**src/rtl/wm_cnt_pkg.sv**
```systemverilog
package wm_cnt_pkg;
  localparam int VAL_W   = 4;
  localparam int STATE_W = 5;
  localparam int CODE_W  = 3;
  localparam int MAX_KEY = 6;

  typedef enum logic [1:0] {
    MODE_BIN  = 2'b00,
    MODE_GRAY = 2'b01,
    MODE_BCD  = 2'b10,
    MODE_ZERO = 2'b11
  } mode_e;

  typedef struct packed {
    logic [VAL_W-1:0] val;
    logic             tc;
  } step_t;

  function automatic logic [VAL_W-1:0] gray2bin(input logic [VAL_W-1:0] g);
    logic [VAL_W-1:0] b;
    b[VAL_W-1] = g[VAL_W-1];
    for (int i = VAL_W - 2; i >= 0; i--) b[i] = b[i+1] ^ g[i];
    return b;
  endfunction

  function automatic logic [VAL_W-1:0] bin2gray(input logic [VAL_W-1:0] b);
    return b ^ (b >> 1);
  endfunction

  // Next visible value of the unwatermarked counter for one enabled edge
  function automatic step_t base_step(input logic [VAL_W-1:0] v,
                                      input logic [CODE_W-1:0] code);
    step_t r;
    logic [VAL_W-1:0] b;
    logic up;
    up = code[0];
    r.val = '0;
    r.tc  = 1'b0;
    case (mode_e'(code[2:1]))
      MODE_BIN: begin
        r.val = up ? VAL_W'(v + 1'b1) : VAL_W'(v - 1'b1);
        r.tc  = up ? (r.val == 4'd15) : (r.val == 4'd0);
      end
      MODE_GRAY: begin
        b     = gray2bin(v);
        b     = up ? VAL_W'(b + 1'b1) : VAL_W'(b - 1'b1);
        r.val = bin2gray(b);
        r.tc  = up ? (r.val == 4'd8) : (r.val == 4'd0);
      end
      MODE_BCD: begin
        if (v > 4'd9) begin
          r.val = '0;
        end else begin
          if (up) r.val = (v == 4'd9) ? 4'd0 : VAL_W'(v + 1'b1);
          else    r.val = (v == 4'd0) ? 4'd9 : VAL_W'(v - 1'b1);
          r.tc = up ? (r.val == 4'd9) : (r.val == 4'd0);
        end
      end
      default: r.val = '0;
    endcase
    return r;
  endfunction
endpackage

```
**src/rtl/wm_cnt_step.sv**
```systemverilog
module wm_cnt_step
  import wm_cnt_pkg::*;
(
  input  logic [VAL_W-1:0]  val_i,
  input  logic [CODE_W-1:0] code_i,
  output logic [VAL_W-1:0]  nxt_o,
  output logic              tc_o
);
  step_t s;
  assign s     = base_step(val_i, code_i);
  assign nxt_o = s.val;
  assign tc_o  = s.tc;
endmodule

```
**src/rtl/wm_cnt_chain.sv**
```systemverilog
module wm_cnt_chain
  import wm_cnt_pkg::*;
#(
  parameter int                          KEY_LEN = 6,
  parameter logic [MAX_KEY*CODE_W-1:0]   KEY     = 18'b001_011_101_010_000_100
) (
  input  logic [STATE_W-1:0] state_i,
  input  logic [CODE_W-1:0]  code_i,
  output logic [VAL_W-1:0]   vis_o,
  output logic               adv_o,
  output logic [STATE_W-1:0] adv_state_o
);
  logic [CODE_W-1:0] key_code [KEY_LEN];
  logic [VAL_W-1:0]  copy_val [KEY_LEN];

  for (genvar g = 0; g < KEY_LEN; g++) begin : g_key
    assign key_code[g] = KEY[(MAX_KEY-1-g)*CODE_W +: CODE_W];
  end

  // Base value each chain state shadows: the key walked through the plain counter
  always_comb begin
    logic [VAL_W-1:0] v;
    step_t t;
    v = '0;
    for (int i = 0; i < KEY_LEN; i++) begin
      t = base_step(v, key_code[i]);
      v = t.val;
      copy_val[i] = v;
    end
  end

  always_comb begin
    vis_o = state_i[VAL_W-1:0];
    if (state_i[STATE_W-1]) begin
      vis_o = '0;
      for (int i = 0; i < KEY_LEN; i++)
        if (state_i == {2'b10, 3'(i)}) vis_o = copy_val[i];
    end
  end

  always_comb begin
    adv_o       = 1'b0;
    adv_state_o = '0;
    if (state_i == '0 && code_i == key_code[0]) begin
      adv_o       = 1'b1;
      adv_state_o = {2'b10, 3'd0};
    end
    for (int i = 0; i < KEY_LEN - 1; i++) begin
      if (state_i == {2'b10, 3'(i)} && code_i == key_code[i+1]) begin
        adv_o       = 1'b1;
        adv_state_o = {2'b10, 3'(i + 1)};
      end
    end
  end
endmodule

```
**src/rtl/wm_counter.sv**
```systemverilog
module wm_counter
  import wm_cnt_pkg::*;
#(
  parameter int                        KEY_LEN = 6,
  parameter logic [MAX_KEY*CODE_W-1:0] KEY     = 18'b001_011_101_010_000_100
) (
  input  logic             clk_i,
  input  logic             rst_ni,
  input  logic             clr_i,
  input  logic             en_i,
  input  logic [1:0]       mode_i,
  input  logic             up_i,
  output logic [VAL_W-1:0] cnt_o,
  output logic             tc_o,
  output logic             wm_o
);
  localparam logic [STATE_W-1:0] LAST_ST = {2'b10, 3'(KEY_LEN - 1)};

  logic [STATE_W-1:0] state_q, adv_state;
  logic [CODE_W-1:0]  code;
  logic [VAL_W-1:0]   vis, nxt;
  logic               adv, step_tc, tc_q, wm_q;

  assign code = {mode_i, up_i};

  wm_cnt_chain #(.KEY_LEN(KEY_LEN), .KEY(KEY)) u_chain (
    .state_i     (state_q),
    .code_i      (code),
    .vis_o       (vis),
    .adv_o       (adv),
    .adv_state_o (adv_state)
  );

  wm_cnt_step u_step (
    .val_i  (vis),
    .code_i (code),
    .nxt_o  (nxt),
    .tc_o   (step_tc)
  );

  always_ff @(posedge clk_i or negedge rst_ni) begin
    if (!rst_ni) begin
      state_q <= '0;
      tc_q    <= 1'b0;
      wm_q    <= 1'b0;
    end else if (clr_i) begin
      state_q <= '0;
      tc_q    <= 1'b0;
      wm_q    <= 1'b0;
    end else begin
      wm_q <= (state_q == LAST_ST);
      if (en_i) begin
        state_q <= adv ? adv_state : {1'b0, nxt};
        tc_q    <= step_tc;
      end else begin
        tc_q <= 1'b0;
      end
    end
  end

  assign cnt_o = vis;
  assign tc_o  = tc_q;
  assign wm_o  = wm_q;

  AST_CLR_ZERO: assert property (@(posedge clk_i) disable iff (!rst_ni)
    clr_i |=> (cnt_o == '0 && !tc_o && !wm_o));
  AST_HOLD: assert property (@(posedge clk_i) disable iff (!rst_ni)
    (!clr_i && !en_i) |=> ($stable(cnt_o) && !tc_o));
  AST_BCD_RANGE: assert property (@(posedge clk_i) disable iff (!rst_ni)
    (!clr_i && en_i && mode_i == MODE_BCD) |=> (cnt_o <= 4'd9));
  AST_ZERO_MODE: assert property (@(posedge clk_i) disable iff (!rst_ni)
    (!clr_i && en_i && mode_i == MODE_ZERO) |=> (cnt_o == '0 && !tc_o));
  AST_TC_CODE: assert property (@(posedge clk_i) disable iff (!rst_ni)
    tc_o |-> (cnt_o == 4'd0 || cnt_o == 4'd8 || cnt_o == 4'd9 || cnt_o == 4'd15));
  AST_CHAIN_ENTRY: assert property (@(posedge clk_i) disable iff (!rst_ni)
    (state_q[STATE_W-1] && state_q != $past(state_q)) |->
      ($past(state_q) == ((state_q[2:0] == 3'd0) ? 5'd0 : 5'(state_q - 5'd1))));
endmodule

```
**config.mk**
```make
export PLATFORM = sky130hd
export DESIGN_NAME = wm_counter
export DESIGN_NICKNAME = d
export VERILOG_FILES = /design/src/rtl/wm_cnt_pkg.sv /design/src/rtl/wm_cnt_step.sv /design/src/rtl/wm_cnt_chain.sv /design/src/rtl/wm_counter.sv
export SDC_FILE = /design/constraint.sdc
export NUM_CORES = 1
export LEC_CHECK = 0
export ABC_AREA = 1
export ABC_CLOCK_PERIOD_IN_PS = 4000
export CORE_ASPECT_RATIO = 0.9
export CORE_MARGIN = 2
export CORE_UTILIZATION = 35
export CTS_CLUSTER_DIAMETER = 80
export DETAILED_ROUTE_END_ITERATION = 8
export DONT_BUFFER_PORTS = 1
export GPL_TIMING_DRIVEN = 0
export SETUP_SLACK_MARGIN = 0.05
export SYNTH_ARGS = -nofsm -noshare
export SYNTH_HDL_FRONTEND = slang
export SYNTH_SLANG_ARGS = --single-unit
```
**constraint.sdc**
```tcl
create_clock -name clk_i -period 4 [get_ports clk_i]
set_clock_uncertainty 0.15 [all_clocks]
set_input_delay 0.4 -clock clk_i [delete_from_list [all_inputs] [get_ports clk_i]]
set_output_delay 0.4 -clock clk_i [all_outputs]
set_load 0.05 [all_outputs]
```
# After elaboration in Yosys (flattened, before gate mapping)
# Cells that the tools add are included.
totals:
  reg_bits: 7
  input_bits: 7
  out_inout_bits: 6
op_classes:
  n_addsub: 4
  n_lt_le_gt_ge: 1
  n_eq_ne: 17
  n_mux: 39
  n_bitwise: 4
  reduce_logical: 14
ops:
  columns: ["op", "count"]
  rows:
  - ["$mux 4", 14]
  - ["$mux 5", 9]
  - ["$eq 5x5->1 const B", 6]
  - ["$eq 4x4->1 const B", 4]
  - ["$logic_not 4->1", 4]
  - ["$mux 1", 14]
  - ["$pmux 4 s3", 1]
  - ["$add 4x1->4 const B", 2]
  - ["$sub 4x1->4 const B", 2]
  - ["$eq 3x2->1 const B", 2]
  - ["$eq 3x3->1 const B", 2]
  - ["$logic_and 1x1->1", 6]
  - ["$logic_not 5->1", 1]
  - ["$gt 4x4->1 const B", 1]
  - ["$xor 4x3->4", 1]
  - ["$eq 3x1->1 const B", 1]
  - ["$logic_not 3->1", 1]
  - ["$pmux 1 s3", 1]
  - ["$xor 1x1->1", 3]
  - ["$eq 2x1->1 const B", 1]
  - ["$eq 2x2->1 const B", 1]
  - ["$logic_not 2->1", 1]
  - ["$reduce_bool 2->1", 1]

# Depth between registers and ports, before layout
# Gate-level depths: netlist of the first run.
logic_depth:
  word_depth: 19
  ltp_mapped: 24
  ltp_nobuf: 24

# By module
# Synthesis of the first run repeated with hierarchy kept, for this count alone.
hier_totals:
  cells_unflattened: 236
  hier_area_um2: 1342.5
modules_own_cells:
  columns: ["mod", "n_inst", "cells_each", "area_each_um2"]
  rows:
  - ["wm_cnt_step", 1, 137, 738.2]
  - ["wm_counter", 1, 45, 330.3]
  - ["wm_cnt_chain", 1, 54, 274.0]

# Worst setup path after synthesis of the first run
# Ideal clock, no wire load.
synth_timing:
  kind: "reg2reg"
  startpoint: "register state_q[2]"
  endpoint: "register state_q[2]"
  setup_time_ns: 0.118
  arrival_time_ns: 2.913
  path_slack_ns: 0.819
  path_stages_with_launch: 22
  path_buffers: 0
  synth_period_minus_slack_ns: 3.181
  path_cell_list: "dfrtp_1 > nor2_2 > nand3_1 > nand3_2 > inv_1 > ha_1 > inv_1 > nand2_2 > nand2_2 > inv_2 > ha_1 > nand2_1 > nand3b_1 > nand2_1 > nand2_1 > nand2_1 > inv_1 > ha_1 > nand2_1 > nand4_1 > nand3_1 > nand2_1"
synth_between:
  word_cells_on_any_way: 54
  classes_between: "add/sub (4); order compare (1); eq/ne (7); mux (30); bitwise (4); reduce/logical (8)"
synth_rtl:
  columns: ["element", "line_no", "text"]
  rows:
  - ["from (decl)", "wm_counter.sv:19", "logic [STATE_W-1:0] state_q, adv_state;"]
  - ["from (signal assigned)", "wm_counter.sv:53", "state_q <= adv ? adv_state : {1'b0, nxt};"]
  - ["$eq 5x5->1", "wm_cnt_chain.sv:37", "if (state_i == {2'b10, 3'(i)}) vis_o = copy_val[i];"]
  - ["$mux 4 (4 in series)", "wm_cnt_chain.sv:37", null]
  - ["$mux 4 *", "wm_cnt_chain.sv:34", "if (state_i[STATE_W-1]) begin"]
  - ["named net cnt_o[2]", "wm_counter.sv:13", "output logic [VAL_W-1:0] cnt_o,"]
  - ["$sub 4x1->4 (tied with other cells)", "wm_cnt_pkg.sv:41, wm_cnt_pkg.sv:55", null]
  - ["$mux 4 (tied with other cells)", "wm_cnt_pkg.sv:55", "else r.val = (v == 4'd0) ? 4'd9 : VAL_W'(v - 1'b1);"]
  - ["$mux 4 or $xor 1x1->1 (tied branches)", "wm_cnt_pkg.sv:54, wm_cnt_pkg.sv:22", null]
  - ["$mux 4 (tied with other cells)", "wm_cnt_pkg.sv:51", "if (v > 4'd9) begin"]
  - ["$mux 4, on equally long branches", "wm_cnt_pkg.sv:39, wm_cnt_pkg.sv:46", null]
  - ["$mux 4 or $xor 4x3->4 (tied branches)", "wm_cnt_pkg.sv:51, wm_cnt_pkg.sv:27", null]
  - ["$pmux 4 s3 *", "wm_cnt_pkg.sv:39", "case (mode_e'(code[2:1]))"]
  - ["$mux 5 *", "wm_counter.sv:53", null]
  - ["$mux 5 *", "wm_counter.sv:52", "if (en_i) begin"]
  - ["$mux 5 *", "wm_counter.sv:46", "end else if (clr_i) begin"]
# The timed path passes the listed nets; every way through them passes the cells marked *. The select of a mux whose other input is x is not followed.
# A chain may end at the register's enable or synchronous reset.

# Final worst setup path of the first run
# Same ends and word-level chain as after synthesis.

==> flow_summary_export.csv, run 1 <==
group,metric,value,unit
die,placementRows,20,
synthesis,synth-seq-cells,7,
clock_tree,clk_latency,230,ps
run,maxCapViolCount,0,
synthesis,ys_types,22,
drt,drtIter0Drc,73,
placed_design,place.port_buffers,0,
worst_setup_path,path_class,"register to register",
grt,grt_max_degree,13,
synthesis,yosys_warnings,0,
drt,first_pass_iters,4,
final_layout,finalNetCount,233,
sta,max-slew-margin-rel,65.4,%
synthesis,synth.net_count,227,
sta,setup_viol,0,
final_layout,fin_cells,257,
die,pin_count,13,
pwr,internal-power,0.226,mW
final_layout,fill_cells,389,
synthesis,synth_area,1190,µm²
pwr,p_sw_share,48.1,%
drt,viasPerCell,4.85,
synthesis,synth.yosys.seq_area_share,14.7,%
final_layout,diodes,0,
grt,antenna_found_initial,0,
sta,rsz0062_at_grt,"no",
drt,drc,0,
placed_design,place_inst,252,
pwr,combPwrFrac,57.6,%
worst_setup_path,crit_path_end_kind,"register",
die,dieWidth,65.5,µm
drt,dr_total_vias,1246,
sta,worst_slew_pin_slew,518,ps
grt,overflow,0,
drt,wire_per_inst,11.1,µm
worst_setup_path,required,3960,ps
synthesis,netlist_instances,208,
die,start_util,35.8,%
pwr,clockPowerShare,22.8,%
worst_setup_path,cp-start-kind,"register",
drt,drtAntennaViolNets,0,
hold_path,hold_path_class,"input port to register",
pwr,pwr-share-seq,19.6,%
synthesis,syn_avg_cell_area,5.73,µm²
final_layout,post-route-util,39.1,%
sta,maxSlewViolCount,0,
die,core_area,3330,µm²
clock_tree,cts_num_sinks,7,
clock_tree,cts_resized,0,
grt,grt_use_total,16.1,%
pwr,p_leak,0.718,nW
placed_design,gp_congestion,0.842,
clock_tree,cts_buffer_depth,2,
clock_tree,numCtsBuffers,3,
pwr,power_density,335,nW/µm²
sta,min_period,3590,ps
grt,grt_pass1_wl,4.98,mm
worst_setup_path,crit_arrival,3550,ps
clock_tree,cts_tree,"built",
die,die_h,59.3,µm
drt,wirelength,2.86,mm
pwr,power.switching,0.210,mW
sta,tns,0,ps
sta,whs,88.2,ps
clock_tree,cts_max_level,1,
clock_tree,clk_pin_slew,40,ps
sta,max_freq,278,MHz
placed_design,hpwl,2.34,mm
final_layout,layout-drive-gt1-share,11.3,%
final_layout,syn_to_final_growth,9.24,%
clock_tree,cts-root-buf,"clkbuf_8",
outcome,run_status,"complete, no violations",
sta,min_period_over_period,89.8,%
sta,hold_violations,0,
worst_setup_path,crit_fanout,7,
grt,grt_pass1_vias,1132,
die,dieArea,3890,µm²
pwr,ir_drop,0.107,mV
==> per-layer routing <==
layer,GRT usage (%),routed length [µm],vias to the layer above
li1,-,-,673
met5,0,0,-
met4,1.79,6,0
met2,28.0,1280,31
met3,2.47,187,2
met1,22.0,1380,540
==> cell usage after synthesis <==
master,number,share of area [%]
o21ai_0,7,2.9
nand2_2,7,3.7
nor3_1,6,2.5
o21ai_1,1,0.42
xor2_1,3,2.2
nor2_2,3,1.6
nand3_2,3,2.5
nor2_4,1,0.95
inv_1,28,8.8
nand4_1,6,3.2
buf_2,2,0.84
a21oi_1,7,2.9
nor4_1,1,0.53
nand2_1,67,21
buf_1,1,0.31
nand3_1,23,9.7
inv_2,4,1.3
dfrtp_1,7,15
nand3b_1,2,1.3
nand2_4,1,0.95
nor2_1,16,5.0
ha_1,12,13
==> final cells by class <==
cell class                      count  area, µm²  share of cell area, %
Buffer                              3       13.8                   1.06
Clock buffer                        4       45.0                   3.46
Inverter                           32        120                   9.23
Multi-Input combinational cell    166        882                   67.8
Sequential cell                     7        175                   13.5
Tap cell                           44       55.1                   4.23
Timing Repair Buffer                1       10.0                  0.769
==> layout by cell type, fill, tap and decap left out, types with 4 or more instances in the layout <==
master,instances
a21oi_1,7
dfrtp_1,7
ha_1,12
inv_1,28
inv_2,4
nand2_1,67
nand2_2,7
nand3_1,23
nand4_1,6
nor2_1,16
nor3_1,6
o21ai_0,7
==> metrics by stage <==
step	setup WS [ps]	power, mW	cell area (µm²)
2_1_floorplan	819	0.291	1190
3_3_place_gp	455	0.334	1250
3_5_place_dp	432	0.336	1250
4_1_cts	390	0.440	1300
5_1_grt	80.9	0.485	1300
6_report	409	0.436	1300
==> kinds of logic after synthesis <==
kind of cell | Yosys count | share of synthesized area (%)
compound gates | 15 | 6.30
flops | 7 | 14.7
buf+inv | 35 | 11.2
xor+xnor | 3 | 2.21
fa+ha+maj | 12 | 12.6
simple gates | 136 | 52.9
==> power by group through the flow <==
stage	registers, mW	logic [mW]	clock network, mW
final	0.0856	0.251	0.0994
after global routing	0.0862	0.293	0.106
after CTS	0.0855	0.254	0.100
after detailed placement	0.0862	0.250	0
after global placement	0.0861	0.248	0
after floorplan	0.0839	0.207	0
==> critical path, stage by stage, from the launching register on <==
cell and delay, ps:
dfrtp_1 470, nor2_2 220, nand3_1 170, nand3_2 340
inv_1 120, ha_1 330, inv_1 80, nand2_2 50
nand2_2 70, inv_2 40, ha_1 320, nand2_1 50
nand3b_1 160, nand2_1 70, nand2_1 70, nand2_1 90
inv_1 50, ha_1 280, nand2_1 70, nand4_1 110
nand3_1 90, nand2_1 60
==> flip-flops by register name (all words and copies together) (netlist names) <==
name	flops
state_q	5
wm_o	1
tc_o	1
==> path summary, 6_finish.rpt <==
kind	slack, ps	start	endpoint	depth (start not counted)
min	90	clr_i	wm_o$_DFF_PN0_	1
max	410	state_q[2]$_DFFE_PN0P_	state_q[2]$_DFFE_PN0P_	21
min in group asynchronous	350	rst_ni	wm_o$_DFF_PN0_	1
min reg2reg	440	state_q[0]$_DFFE_PN0P_	state_q[0]$_DFFE_PN0P_	2
max reg2reg	410	state_q[2]$_DFFE_PN0P_	state_q[2]$_DFFE_PN0P_	21
max in group asynchronous	3120	rst_ni	tc_o$_DFF_PN0_	1
==> timing repair <==
action,CTS,global route
hold buffers,1,0
endpoints found under the hold margin,7,0
setup buffers,0,0
Power figures use the tool's default switching activity.
==> run 2, diff against run 1 <==
--- a/config.mk
+++ b/config.mk
@@ -15,6 +15,8 @@
 export DONT_BUFFER_PORTS = 1
 export GPL_TIMING_DRIVEN = 0
 export SETUP_SLACK_MARGIN = 0.05
+export SKIP_LAST_GASP = 1
 export SYNTH_ARGS = -nofsm -noshare
 export SYNTH_HDL_FRONTEND = slang
+export SYNTH_HIERARCHICAL = 1
 export SYNTH_SLANG_ARGS = --single-unit
==> flow_summary_export.csv, run 2 <==
group,metric,value,unit
clock_tree,numCtsBuffers,3,
sta,maxSlewViolCount,0,
worst_setup_path,crit_arrival,3910,ps
sta,setup_ws,51.6,ps
synthesis,synthTopCellsByCount,"85 x nand2_1, 29 x inv_1, 26 x nor2_1",
placed_design,hpwl,2.50,mm
worst_setup_path,cp-start-kind,"register",
die,pin_count,13,
die,dieWidth,69.3,µm
worst_setup_path,crit_path_end_kind,"register",
final_layout,largest_reg_flops,5,
drt,viasPerCell,4.86,
sta,max-slew-margin-rel,19.8,%
die,core_area,3700,µm²
grt,grt_pass1_vias,1340,
grt,antenna_found_initial,0,
drt,drtAntennaViolNets,0,
sta,hold_violations,0,
synthesis,async_flop_share,100,%
sta,setup_viol,0,
drt,wire_per_inst,11.5,µm
clock_tree,cts-root-buf,"clkbuf_8",
final_layout,final_common_cell,"nand2_1",
outcome,run_status,"complete, no violations",
clock_tree,clk_pin_slew,40,ps
synthesis,synth.net_count,255,
drt,drc,0,
synthesis,ys.flop_type,"dfrtp_1",
sta,max_freq,253,MHz
pwr,power_density,294,nW/µm²
clock_tree,cts_buffer_depth,2,
sta,min_period_over_period,98.7,%
worst_setup_path,r2r_end,"tc_o$_DFF_PN0_",
clock_tree,cts_max_level,1,
drt,drtIter0Drc,105,
drt,dr_total_vias,1462,
die,die_h,62.8,µm
grt,grt_max_degree,13,
final_layout,diodes,0,
worst_setup_path,required,3960,ps
worst_setup_path,worst_r2r_startpoint,"state_q[2]$_DFFE_PN0P_",
pwr,p_leak,0.879,nW
sta,worst_slew_pin_slew,1200,ps
worst_setup_path,crit_fanout,4,
final_layout,fill_cells,394,
hold_path,hold_path_class,"input port to register",
synthesis,yosysTopAreaCellShare,23.8,%
final_layout,finalNetCount,275,
worst_setup_path,path_class,"register to register",
placed_design,gp_congestion,0.872,
clock_tree,cts_num_sinks,7,
die,dieArea,4350,µm²
synthesis,synthTopCellsByArea,"nand2_1 24%, dfrtp_1 13%, ha_1 11%",
synthesis,syn_avg_cell_area,5.69,µm²
final_layout,final_cell_mix,"79 x nand2_1, 27 x inv_1, 24 x nor2_1, 23 x nand3_1, 17 x buf_4",
sta,rsz0062_at_grt,"yes",
grt,grt_pass1_wl,5.93,mm
final_layout,max_flop_register,"state_q",
sta,min_period,3950,ps
synthesis,synth-seq-cells,7,
die,start_util,36.2,%
drt,wirelength,3.46,mm
worst_setup_path,worst_r2r_path_depth,19,
synthesis,synth-edff-count,0,
final_layout,layout-drive-gt1-share,24.7,%
run,maxCapViolCount,0,
synthesis,synth.yosys.seq_area_share,13.0,%
placed_design,place.port_buffers,0,
clock_tree,clk_latency,220,ps
worst_setup_path,endpoint,"tc_o$_DFF_PN0_",
synthesis,yosys_warnings,6,
drt,first_pass_iters,4,
pwr,total_power,0.488,mW
clock_tree,cts_tree,"built",
worst_setup_path,reg2reg_setup_slack,50,ps
grt,grt_use_total,16.3,%
final_layout,syn_to_final_growth,23.7,%
synthesis,yosysMostFrequentCell,"nand2_1",
synthesis,synth_area,1340,µm²
synthesis,ys_types,34,
worst_setup_path,crit_path_start,"state_q[2]$_DFFE_PN0P_",
pwr,ir_drop,0.139,mV
grt,overflow,0,
die,placementRows,21,
synthesis,yosysTopAreaCell,"nand2_1",
placed_design,pre_cts_ws,-252,ps
synthesis,netlist_instances,236,
-- run 2: cell count changes after synthesis, sizes merged, moves of 2 or more --
cell,previous run,this run
nand4,6,3
nand2,75,91
nor3,6,2
or2,0,3
xor2,3,1
xnor2,0,2
o211ai,0,3
buf,3,6
a21oi,7,2
inv,32,34
nor2,20,33
o21ai,8,2
-- run 2: logic make-up (layout without fill, tap and decap cells) --
group | after synthesis | after routing | share of synthesized area [%]
adders and majority gates | 12 | 12 | 11.2
buffers and inverters | 41 | 60 | 14.0
other | 1 | 1 | 0.279
xor gates and xnor gates | 3 | 3 | 1.96
DFF | 7 | 7 | 13.0
AOI/OAI and AO/OA | 12 | 12 | 6.24
and+or+nand+nor | 160 | 160 | 53.3
-- run 2: final cells by class --
class	instances	area [µm²]	share of cell area (%)
Sequential cell	7	178	10.7
Timing Repair Buffer	15	111	6.71
Clock buffer	4	45.0	2.71
Tap cell	46	57.6	3.47
Buffer	6	52.6	3.17
Inverter	35	138	8.29
Multi-Input combinational cell	188	1080	65.0
-- run 2: worst min path at each step --
stage                     startpoint                      to  slack [ps]  cells after the start
after floorplan               rst_ni  state_q[0]$_DFFE_PN0P_         -50                      0
after global placement        rst_ni          wm_o$_DFF_PN0_         -50                      0
after detailed placement      rst_ni          wm_o$_DFF_PN0_         -50                      0
after CTS                      clr_i          tc_o$_DFF_PN0_          80                      1
after global routing           clr_i          tc_o$_DFF_PN0_          70                      1
final                          clr_i          tc_o$_DFF_PN0_          80                      1
-- run 2: stage by stage --
stage / utilization, % / area (µm²) / hold slack, ps / TNS (ps) / cells
after floorplan: - / 1350 / -45.6 / 0 / 236
final: 44.8 / 1660 / 77.8 / 0 / 301
after CTS: 41.8 / 1550 / 84.1 / 0 / 294
after global placement: 37.9 / 1410 / -45.5 / -574 / 282
after detailed placement: 38.2 / 1420 / -45.5 / -409 / 284
after global routing: 44.8 / 1660 / 69.2 / -124 / 301
-- run 2: repair_timing --
action | in CTS | in global routing
gates resized for setup | 7 | 14
hold buffers | 1 | 0
setup endpoints to repair | 2 | 2
setup buffers | 5 | 7
pin swaps | 4 | 14
endpoints found under the hold margin | 7 | 0
-- run 2: power by group --
part	total (mW)	switching [mW]	internal, mW
clock	0.0971	0.0283	0.0687
combinational	0.306	0.187	0.119
sequential	0.0845	0.00841	0.0761
-- run 2: worst max-delay path, cell delays in order, from the launching register on --
cell and delay, ps:
dfrtp_2 430, nor2_4 140, nand2_2 80, o211ai_1 950
buf_4 270, inv_2 50, ha_4 280, ha_2 310
a21oi_4 180, nand2_2 70, nand2_2 70, nand2_2 60
ha_1 160, or2_1 200, o211ai_1 80, nor2_1 60
nand3_1 100, nand3_1 100, nand2_1 80, nor2_2 40
-- run 2: routing by layer --
| layer | GRT usage [%] | up-vias | wire length, µm |
|---|---|---|---|
| li1 | - | 771 | - |
| met1 | 23.4 | 659 | 1700 |
| met2 | 26.7 | 30 | 1620 |
| met3 | 2.74 | 2 | 128 |
| met4 | 0.980 | 0 | 15 |
| met5 | 0 | - | 0 |
